## src/rtl/nrot_pkg.sv

```systemverilog
package nrot_pkg;
  localparam int BYTE_W = 8;
  localparam int NIB_W  = BYTE_W / 2;

  localparam int FL_S = 7;
  localparam int FL_Z = 6;
  localparam int FL_5 = 5;
  localparam int FL_H = 4;
  localparam int FL_3 = 3;
  localparam int FL_P = 2;
  localparam int FL_N = 1;
  localparam int FL_C = 0;

  typedef enum logic [2:0] {
    ST_IDLE,
    ST_READ,
    ST_CAPT,
    ST_WRITE,
    ST_DONE
  } nrot_state_e;
endpackage

```

## src/rtl/nrot_calc.sv

```systemverilog
module nrot_calc
  import nrot_pkg::*;
(
  input  logic              left,
  input  logic [BYTE_W-1:0] acc,
  input  logic              carry,
  input  logic [BYTE_W-1:0] mbyte,
  output logic [BYTE_W-1:0] new_mem,
  output logic [BYTE_W-1:0] new_acc,
  output logic [BYTE_W-1:0] new_flags
);
  logic [NIB_W-1:0] a_lo, a_hi, m_lo, m_hi;

  assign a_lo = acc[NIB_W-1:0];
  assign a_hi = acc[BYTE_W-1:NIB_W];
  assign m_lo = mbyte[NIB_W-1:0];
  assign m_hi = mbyte[BYTE_W-1:NIB_W];

  always_comb begin
    if (left) begin
      new_mem = {m_lo, a_lo};
      new_acc = {a_hi, m_hi};
    end else begin
      new_mem = {a_lo, m_hi};
      new_acc = {a_hi, m_lo};
    end
  end

  always_comb begin
    new_flags       = '0;
    new_flags[FL_S] = new_acc[BYTE_W-1];
    new_flags[FL_Z] = (new_acc == '0);
    new_flags[FL_5] = new_acc[5];
    new_flags[FL_3] = new_acc[3];
    new_flags[FL_P] = ~^new_acc;
    new_flags[FL_H] = 1'b0;
    new_flags[FL_N] = 1'b0;
    new_flags[FL_C] = carry;
  end
endmodule

```

## src/rtl/nrot_ctrl.sv

```systemverilog
module nrot_ctrl
  import nrot_pkg::*;
(
  input  logic clk,
  input  logic rst_n,
  input  logic req_valid,
  output logic req_ready,
  output logic take,
  output logic capture,
  output logic commit,
  output logic mem_rd,
  output logic mem_wr,
  output logic done
);
  nrot_state_e state_q, state_d;

  always_comb begin
    state_d = state_q;
    unique case (state_q)
      ST_IDLE:  if (req_valid) state_d = ST_READ;
      ST_READ:  state_d = ST_CAPT;
      ST_CAPT:  state_d = ST_WRITE;
      ST_WRITE: state_d = ST_DONE;
      ST_DONE:  state_d = ST_IDLE;
      default:  state_d = ST_IDLE;
    endcase
  end

  always_ff @(posedge clk) begin
    if (!rst_n) state_q <= ST_IDLE;
    else        state_q <= state_d;
  end

  assign req_ready = (state_q == ST_IDLE);
  assign take      = req_ready && req_valid;
  assign mem_rd    = (state_q == ST_READ);
  assign capture   = (state_q == ST_CAPT);
  assign mem_wr    = (state_q == ST_WRITE);
  assign commit    = mem_wr;
  assign done      = (state_q == ST_DONE);
endmodule

```

## src/rtl/nrot_unit.sv

```systemverilog
module nrot_unit
  import nrot_pkg::*;
#(
  parameter int ADDR_W = 16
) (
  input  logic              clk,
  input  logic              rst_n,
  input  logic              req_valid,
  output logic              req_ready,
  input  logic              req_left,
  input  logic [BYTE_W-1:0] req_acc,
  input  logic [BYTE_W-1:0] req_flags,
  input  logic [ADDR_W-1:0] req_addr,
  output logic              mem_rd,
  output logic              mem_wr,
  output logic [ADDR_W-1:0] mem_addr,
  output logic [BYTE_W-1:0] mem_wdata,
  input  logic [BYTE_W-1:0] mem_rdata,
  output logic              done,
  output logic [BYTE_W-1:0] acc_out,
  output logic [BYTE_W-1:0] flags_out
);
  logic              take, capture, commit;
  logic              left_q, carry_q;
  logic [BYTE_W-1:0] acc_q, mbuf_q;
  logic [ADDR_W-1:0] addr_q;
  logic [BYTE_W-1:0] calc_mem, calc_acc, calc_flags;

  nrot_ctrl u_ctrl (
    .clk       (clk),
    .rst_n     (rst_n),
    .req_valid (req_valid),
    .req_ready (req_ready),
    .take      (take),
    .capture   (capture),
    .commit    (commit),
    .mem_rd    (mem_rd),
    .mem_wr    (mem_wr),
    .done      (done)
  );

  // operand latch: loaded only on an accepted request
  always_ff @(posedge clk) begin
    if (!rst_n) begin
      left_q  <= 1'b0;
      carry_q <= 1'b0;
      acc_q   <= '0;
      addr_q  <= '0;
    end else if (take) begin
      left_q  <= req_left;
      carry_q <= req_flags[FL_C];
      acc_q   <= req_acc;
      addr_q  <= req_addr;
    end
  end

  // memory byte captured the cycle after the read strobe
  always_ff @(posedge clk) begin
    if (!rst_n)       mbuf_q <= '0;
    else if (capture) mbuf_q <= mem_rdata;
  end

  nrot_calc u_calc (
    .left      (left_q),
    .acc       (acc_q),
    .carry     (carry_q),
    .mbyte     (mbuf_q),
    .new_mem   (calc_mem),
    .new_acc   (calc_acc),
    .new_flags (calc_flags)
  );

  always_ff @(posedge clk) begin
    if (!rst_n) begin
      acc_out   <= '0;
      flags_out <= '0;
    end else if (commit) begin
      acc_out   <= calc_acc;
      flags_out <= calc_flags;
    end
  end

  assign mem_addr  = addr_q;
  assign mem_wdata = calc_mem;
endmodule

```

## config.mk

```make
export PLATFORM = sky130hd
export DESIGN_NAME = nrot_unit
export DESIGN_NICKNAME = d
export VERILOG_FILES = /design/src/rtl/nrot_pkg.sv /design/src/rtl/nrot_calc.sv /design/src/rtl/nrot_ctrl.sv /design/src/rtl/nrot_unit.sv
export SDC_FILE = /design/constraint.sdc
export NUM_CORES = 1
export LEC_CHECK = 0
export BUFFER_PORTS_ARGS = -buffer_cell sky130_fd_sc_hd__buf_4
export CORE_MARGIN = 5
export CORE_UTILIZATION = 25
export CTS_BUF_LIST = sky130_fd_sc_hd__clkbuf_4 sky130_fd_sc_hd__clkbuf_8
export DETAILED_ROUTE_END_ITERATION = 10
export GPL_TIMING_DRIVEN = 0
export PLACE_DENSITY = 0.45
export SLEW_MARGIN = 40
export SYNTH_ARGS = -nofsm -noshare
export SYNTH_HDL_FRONTEND = slang
export SYNTH_SLANG_ARGS = --single-unit
```

## constraint.sdc

```tcl
create_clock -name clk -period 1.6 [get_ports clk]
set_input_delay 0.16 -clock clk [delete_from_list [all_inputs] [get_ports clk]]
set_output_delay 0.16 -clock clk [all_outputs]
set_load 0.01 [all_outputs]
```

# Yosys cells after proc, flatten, opt, wreduce, memory -nomap -nowiden
# Index checks and enable logic that the tools add are counted.
[word_totals] ff_bits=51 latchBits=0 ramBits=0 rom_bits=0 inputBits=44 mem_count=0
[op_classes] addsub=0 multipliers=0 div_mod_pow=0 order_cmp=0 eq_ne=5 n_shift=0 n_mux=4 n_bitwise=0 n_reduce_logical=4
[ops] op="3-bit case mux with 4 select lines" n=1
[ops] op="8-bit zero test" n=1
[ops] op="8-bit 2-to-1 mux" n=1
[ops] op="8-bit XNOR reduction" n=1
[ops] op="3-bit by 2-bit == test with 1-bit output, second input constant" n=2
[ops] op="4-bit 2-to-1 mux" n=1
[ops] op="3-bit by 1-bit == test with 1-bit output, second input constant" n=1
[ops] op="3-bit == test, second input constant" n=1
[ops] op="3-bit zero test" n=1
[ops] op="3-bit 2-to-1 mux" n=1
[ops] op="2-bit inequality test, second input constant" n=1
[ops] op="1-bit logical AND" n=1

# Logic depth before layout (Yosys ltp)
# Gate-level depths: netlist of run 1.
[logic_depth] word_depth=2 ltp_mapped=6 mapped_depth_nobuf=5

# Modules after synthesis
# A second synthesis of run 1 with hierarchy kept.
[unflattened] cells_unflattened=216 hier_area_um2=2398.6
[by_module_without_submodules] mod="nrot_unit" n_inst=1 cells_per_inst=161 area_each_um2=1915.6 seq_area_each_um2=1001.0
[by_module_without_submodules] mod="nrot_calc" n_inst=1 cells_per_inst=40 area_each_um2=335.3 seq_area_each_um2=0.0
[by_module_without_submodules] mod="nrot_ctrl" n_inst=1 cells_per_inst=15 area_each_um2=147.6 seq_area_each_um2=60.1

# Worst setup path before layout of run 1
# Ideal clock, no wire load.
[synth_path] path_kind="register to register" startpoint="reg left_q" endpoint="reg flags_out[2]" setup_time_ns=0.118 arrival_time_ns=1.485 required_ns=1.482 path_slack_ns=-0.003 stages_incl_launch_ff=7 n_path_buf=1 path_cell_list="dfxtp_1 -> buf_2 -> mux2i_1 -> ha_1 -> xnor2_1 -> xnor2_1 -> o2bb2ai_1"
[synth_between] elab_chain_len=2
[synth_lines] element="start, declared" line="nrot_unit.sv:24" rtl="logic left_q, carry_q;"
[synth_lines] element="start signal, assigned" line="nrot_unit.sv:50" rtl="left_q <= req_left;"
[synth_lines] element="4-bit 2-to-1 mux" line="nrot_calc.sv:20" rtl="if (left) begin"
[synth_lines] element="8-bit XNOR reduction" line="nrot_calc.sv:35" rtl="new_flags[FL_P] = ~^new_acc;"
[synth_lines] element="end signal, assigned" line="nrot_unit.sv:79" rtl="flags_out <= calc_flags;"
[synth_lines] element="end, declared" line="nrot_unit.sv:21" rtl="output logic [BYTE_W-1:0] flags_out"
# No other way between the ends.
# A chain may end at the register's enable or synchronous reset.

# Worst setup path in the final report of run 1
# Ends and elaborated chain as after synthesis.

==> impl_metrics.tcl, run 1 <==
set metrics [dict create \
    viasPerCell 4.25 \
    cap_viol_max_count 0 \
    yosysUniqueCellTypes 26 \
    clk_path_buf_depth 2 \
    setup_violations 0 \
    syn-cell-area_um2 2120 \
    ys_ff_latch 48 \
    mostFrequentLayoutCell "buf_4" \
    fp.dieW_um 102 \
    final_cell_mix "buf_4, nand2_1, dfxtp_1, a21boi_1, a21boi_0" \
    drc 0 \
    final_area_um2 3040 \
    start_util_pct 25.7 \
    antenna_found_initial 0 \
    worstSetupPathType "flop to flop" \
    cts_tree "built" \
    dr.first_iter.drc_count 44 \
    postSynthAreaPerCell_um2 9.26 \
    fillers 916 \
    cts_inserted_buffers 5 \
    ir_worst_vdd_mv 0.336 \
    synth_top_family_by_area "simple AND/OR/NAND/NOR gates" \
    n_antenna_cell 0 \
    num_vias 1814 \
    die-area_um2 10400 \
    grtUsageTotal_pct 11.2 \
    fin_cells 427 \
    wl_per_cell_um 13.1 \
    worstPathRequired_ns 1.80 \
    dp.cells 412 \
    crit_family "flip-flops" \
    end_kind "flop" \
    yosys_warnings 0 \
    synth_fa_ha_area_share_pct 2.36 \
    path_buf_inv 1 \
    cts_root_buf "clkbuf_8" \
    clock_latency_ns 0.30 \
    placed_cell_area_um2 2840 \
    cp_slowest_stage_delay_ns 0.39 \
    firstDrtPassIters 4 \
    grt_pass1_vias 1824 \
    fin_crit_ns 1.51 \
    grt_max_degree 15 \
    cts_htree_levels 2 \
    p_leak_nw 1.34 \
    period_share_pct 94.4 \
    hold_class "primary input to flop" \
    io_buffers 77 \
    synth_mux_area_share_pct 9.91 \
    cp_data_arrival_time_ns 1.71 \
    postRouteAntennaNets 0 \
    power.total_mw 2.72 \
    dp_hpwl_um 4220 \
    fmax_ghz 0.662 \
    crit_chain "buf_12 > mux2i_4 > ha_4 > xnor2_2 > xnor2_1 > o2bb2ai_1" \
    clock-sinks 48 \
    grt_overflow_total 0 \
    drv_slew 0 \
    hold_violations 0 \
    status "finished clean" \
    die_h_um 102 \
    nets 369 \
    cp-start-kind "flop" \
    syn-instance-count 229 \
    grt_setup_unrepaired "no" \
    routed_wl_um 5580 \
    crit_fanout 10 \
    hold_buffers 0 \
    synthSimpleGateAreaFrac_pct 19.3 \
    skew_ns 0.00324 \
    crit_slowest_cell "dfxtp_4" \
    coreArea_um2 8260 \
    gp_congestion 0.690 \
    synth_xor_area_share_pct 1.65 \
    grt_pass1_wl_um 9070 \
    syn2layout_area_growth_pct 43.1 \
    power_density_nw_per_um2 896 \
    clk_pin_slew_ns 0.09 \
    drive_above_1_share_pct 38.2 \
    rows 33 \
    synth_seq_area_share_pct 45.3 \
    ios 88 \
    synth_compound_area_share_pct 13.9 \
]
==> layout make-up <==
cell class,instances,area (um2),share of cell area (%)
Multi-Input combinational cell,156,1040,34.2
Inverter,5,18.8,0.618
Buffer,21,159,5.23
Clock inverter,2,10.0,0.330
Sequential cell,48,965,31.8
Tap cell,105,131,4.33
Clock buffer,6,82.6,2.72
Timing Repair Buffer,84,631,20.8
==> repair_timing <==
item,4_1_cts,5_1_grt
resized for setup,8,3
pin swaps,3,1
buffers inserted,4,3
endpoints found under the hold margin,0,0
setup endpoints to repair,31,2
==> cell families (layout without fill, tap and decap cells) <==
group	Yosys count	in the layout
AND/OR/NAND/NOR	88	88
multiplexers	20	20
AO/OA/AOI/OAI	38	38
flip-flops	48	48
other	1	2
XOR/XNOR	4	4
buffers and inverters	26	118
adder cells (fa/ha/maj)	4	4
==> sequential cells by signal (all words and copies together) (netlist names) <==
| register | cells |
|---|---|
| flags_out | 3 |
| u_ctrl.state_q | 3 |
| mbuf_q | 8 |
| acc_out | 8 |
| mem_addr | 16 |
| acc_q | 8 |
| left_q | 1 |
| carry_q | 1 |
==> through the flow <==
| step | setup slack, ns | hold slack (ns) | util (%) | setup TNS, ns |
|---|---|---|---|---|
| 2_1_floorplan | 0.0466 | 0.295 | - | 0 |
| 3_3_place_gp | -0.195 | 0.408 | 34.3 | -0.578 |
| 3_5_place_dp | -0.203 | 0.417 | 34.3 | -0.627 |
| 4_1_cts | 0.0115 | 0.0831 | 36.2 | 0 |
| 5_1_grt | 0.00571 | 0.0877 | 36.8 | 0 |
| 6_report | 0.0894 | 0.0964 | 36.8 | 0 |
==> power breakdown <==
part,leakage [nW],internal [mW],switching [mW]
Combinational,0.898,0.355,0.292
Sequential,0.392,1.27,0.0506
Clock,0.0510,0.346,0.403
==> worst reg2reg max path: stages (launching register included) <==
cell and delay [ns]:
dfxtp_4 0.39, buf_12 0.14, mux2i_4 0.27, ha_4 0.23, xnor2_2 0.13, xnor2_1 0.13, o2bb2ai_1 0.12
==> synthesized netlist by cell type <==
library cell   n  area share [%]
o21ai_0        1            0.24
dfxtp_1       48              45
clkbuf_1       5            0.89
nor2b_1        8             2.4
nand2_1       69              12
and2_1         1            0.30
nor3b_1        4             1.4
xnor2_1        4             1.7
ha_1           4             2.4
buf_2          6             1.4
a21boi_0      12             4.2
mux2i_1       12             5.7
o2bb2ai_1      1            0.41
conb_1         1            0.18
buf_4          6             2.1
and4_1         1            0.41
o211a_1        4             1.9
mux2_2         8             4.2
nor3_1         2            0.47
a21boi_1      20             7.1
inv_1          4            0.71
inv_2          1            0.18
or4b_4         1            0.65
nor4b_4        1             1.1
nand3b_1       1            0.35
buf_6          4             2.1
==> per-layer routing <==
layer	track usage (%)	wire length (um)	up-vias
li1	-	-	928
met1	14.5	2480	831
met2	17.5	2560	50
met3	3.62	442	5
met4	3.94	92	0
met5	0	0	-
==> path summary, 6_finish.rpt <==
| path | from | endpoint | slack (ns) | cells after the start |
|---|---|---|---|---|
| setup / recovery | left_q | flags_out[2] | 0.09 | 6 |
| hold / removal | req_addr[2] | mem_addr[2] | 0.1 | 3 |
| setup reg to reg | left_q | flags_out[2] | 0.09 | 6 |
| hold reg to reg | mem_addr[14] | mem_addr[14] | 0.46 | 2 |
(Power assumes the default switching activity.)
==> run 2: changes to the inputs <==
==> constraint.sdc (replaced) <==
create_clock -name clk -period 1.36 [get_ports clk]
set_input_delay 0.136 -clock clk [delete_from_list [all_inputs] [get_ports clk]]
set_output_delay 0.136 -clock clk [all_outputs]
set_load 0.01 [all_outputs]
==> run 2 against run 1 <==
Against the previous run:
- sequential power is 20% higher
- cell area is 7.2% higher
- clock skew is 0.0072 ns higher
- fmax is 0.18% lower
- non-clock buffer count is 2 higher
- the flow now finishes with violations (negative setup slack)
- hold slack worse by 0.017 ns
- die area stayed put
- flip-flop and latch count stayed put
- global-route usage is 0.25 points higher
- sequential share of layout area is 1.8 points lower
==> impl_metrics.tcl, run 2 (synthesized netlist as in run 1, its figures left out) <==
set metrics [dict create \
    status "complete, but fails checks" \
    violations "negative setup slack" \
    period_share_pct 111 \
    power_density_nw_per_um2 1070 \
    rows 33 \
    grtUsageTotal_pct 11.4 \
    cp-start-kind "flop" \
    regArea_um2 976 \
    cp_data_arrival_time_ns 1.71 \
    hp-start "req_addr[0]" \
    grt_max_degree 15 \
    syn2layout_area_growth_pct 53.5 \
    crit_slowest_cell "dfxtp_4" \
    final_cell_mix "buf_4, nand2_1, dfxtp_1, a21boi_1, nand2_2" \
    hold_class "primary input to flop" \
    clk_pin_slew_ns 0.09 \
    io_buffers 77 \
    setup_violations 32 \
    timing.rr.start "left_q" \
    wl_per_cell_um 13.5 \
    clk_path_buf_depth 2 \
    worstSetupPathType "flop to flop" \
    holdPathStages 3 \
    largest_reg_flops 16 \
    cts_root_buf "clkbuf_8" \
    viasPerCell 4.25 \
    crit_chain "buf_12 > mux2i_4 > ha_4 > xnor2_2 > xnor2_1 > o2bb2ai_1" \
    num_vias 1824 \
    ir_worst_vdd_mv 0.439 \
    grt_setup_unrepaired "yes" \
    worstPathRequired_ns 1.56 \
    wl_met3_um 398 \
    grt_pass1_vias 1912 \
    cap_viol_max_count 0 \
    drc 0 \
    cts_tree "built" \
    skew_ns 0.0104 \
    power.total_mw 3.49 \
    crit_fanout 10 \
    firstDrtPassIters 4 \
    multi_input_area_um2 1150 \
    fillers 873 \
    drive_above_1_share_pct 48.5 \
    die-area_um2 10400 \
    hold_ws_ns 0.0791 \
    fin_ws_ns -0.153 \
    dr_wl_met2_um 2680 \
    die_h_um 102 \
    fp.dieW_um 102 \
    drv_slew 0 \
    mostFrequentLayoutCell "buf_4" \
    start_util_pct 25.7 \
    r2r_end "flags_out[2]" \
    dr.first_iter.drc_count 25 \
    cts_htree_levels 2 \
    postRouteAntennaNets 0 \
    cts_inserted_buffers 5 \
    gp_congestion 0.716 \
    clock_latency_ns 0.30 \
    rrSetupSlack_ns -0.15 \
    routed_wl_um 5810 \
    top_layer_used "met3" \
    p_leak_nw 1.43 \
    r2r_cells 6 \
    end_kind "flop" \
    n_antenna_cell 0 \
    cp_slowest_stage_delay_ns 0.40 \
    ios 88 \
    fmax_ghz 0.661 \
    antenna_found_initial 0 \
    grt_pass1_wl_um 9330 \
    nets 371 \
    clock-sinks 48 \
    hold_violations 0 \
    dp_hpwl_um 4120 \
    wl_met1_um 2730 \
    fin_crit_ns 1.51 \
    coreArea_um2 8260 \
    hold_end "mem_addr[0]" \
    grt_overflow_total 0 \
]
==> run 2: changes by cell type in the layout (fill, tap and decap cells not counted), moves of 4 or more <==
cell / change
a21boi_0: -6
a21boi_2: +4
nand2_1: -21
nand2_2: +17
nand2_4: +4
==> run 2: worst max-delay path by stage <==
stage	startpoint	endpoint	slack, ns	cells after the start
4_1_cts	left_q	flags_out[2]	-0.20	6
5_1_grt	left_q	flags_out[2]	-0.25	6
6_report	left_q	flags_out[2]	-0.15	6
3_5_place_dp	left_q	flags_out[2]	-0.23	6
2_1_floorplan	left_q	flags_out[2]	-0.08	6
3_3_place_gp	left_q	flags_out[2]	-0.27	6
==> run 2: critical path, delay by kind of cell (launching register included) <==
kind                       cells  cell delay [ns]
adders and majority gates      1             0.24
muxes                          1             0.26
xor gates and xnor gates       2             0.25
DFF                            1             0.40
buffers and inverters          1             0.14
AOI/OAI and AO/OA              1             0.11
==> run 2: cell type report <==
class,instances,area share [%]
inverters,5,0.577
clock inverters,2,1.08
flip-flops and latches,48,30.0
well taps,105,4.04
plain buffers,16,4.08
multi-input cells,156,35.2
clock buffers,6,2.35
repair buffers,91,22.7
==> run 2: per-stage QoR <==
| step | util [%] | std cells | setup TNS, ns | setup WS, ns | cell area, um2 |
|---|---|---|---|---|---|
| after floorplan | - | 230 | -1.29 | -0.0837 | 2140 |
| after global placement | 34.5 | 412 | -6.03 | -0.269 | 2850 |
| after detailed placement | 34.5 | 412 | -6.11 | -0.232 | 2850 |
| after CTS | 38.7 | 430 | -3.24 | -0.197 | 3200 |
| after global routing | 39.4 | 429 | -3.36 | -0.252 | 3250 |
| final | 39.4 | 429 | -1.76 | -0.153 | 3250 |
==> run 2: metal layers <==
| layer | track usage, % | vias to the layer above |
|---|---|---|
| li1 | - | 935 |
| met1 | 15.2 | 837 |
| met2 | 18.6 | 52 |
| met3 | 3.34 | 0 |
| met4 | 2.12 | 0 |
| met5 | 0 | - |
==> run 2: where the power goes <==
group	total (mW)	internal [mW]	leakage, nW	switching [mW]
Combinational	0.861	0.493	0.975	0.369
Clock	1.04	0.567	0.0586	0.475
Sequential	1.59	1.50	0.394	0.0883
==> run 2: timing repair <==
action,CTS,global route
endpoints found under the setup margin,49,45
buffers inserted,13,1
cloned,2,0
resized for setup,42,27
hold buffers,0,0
pin swaps,29,14
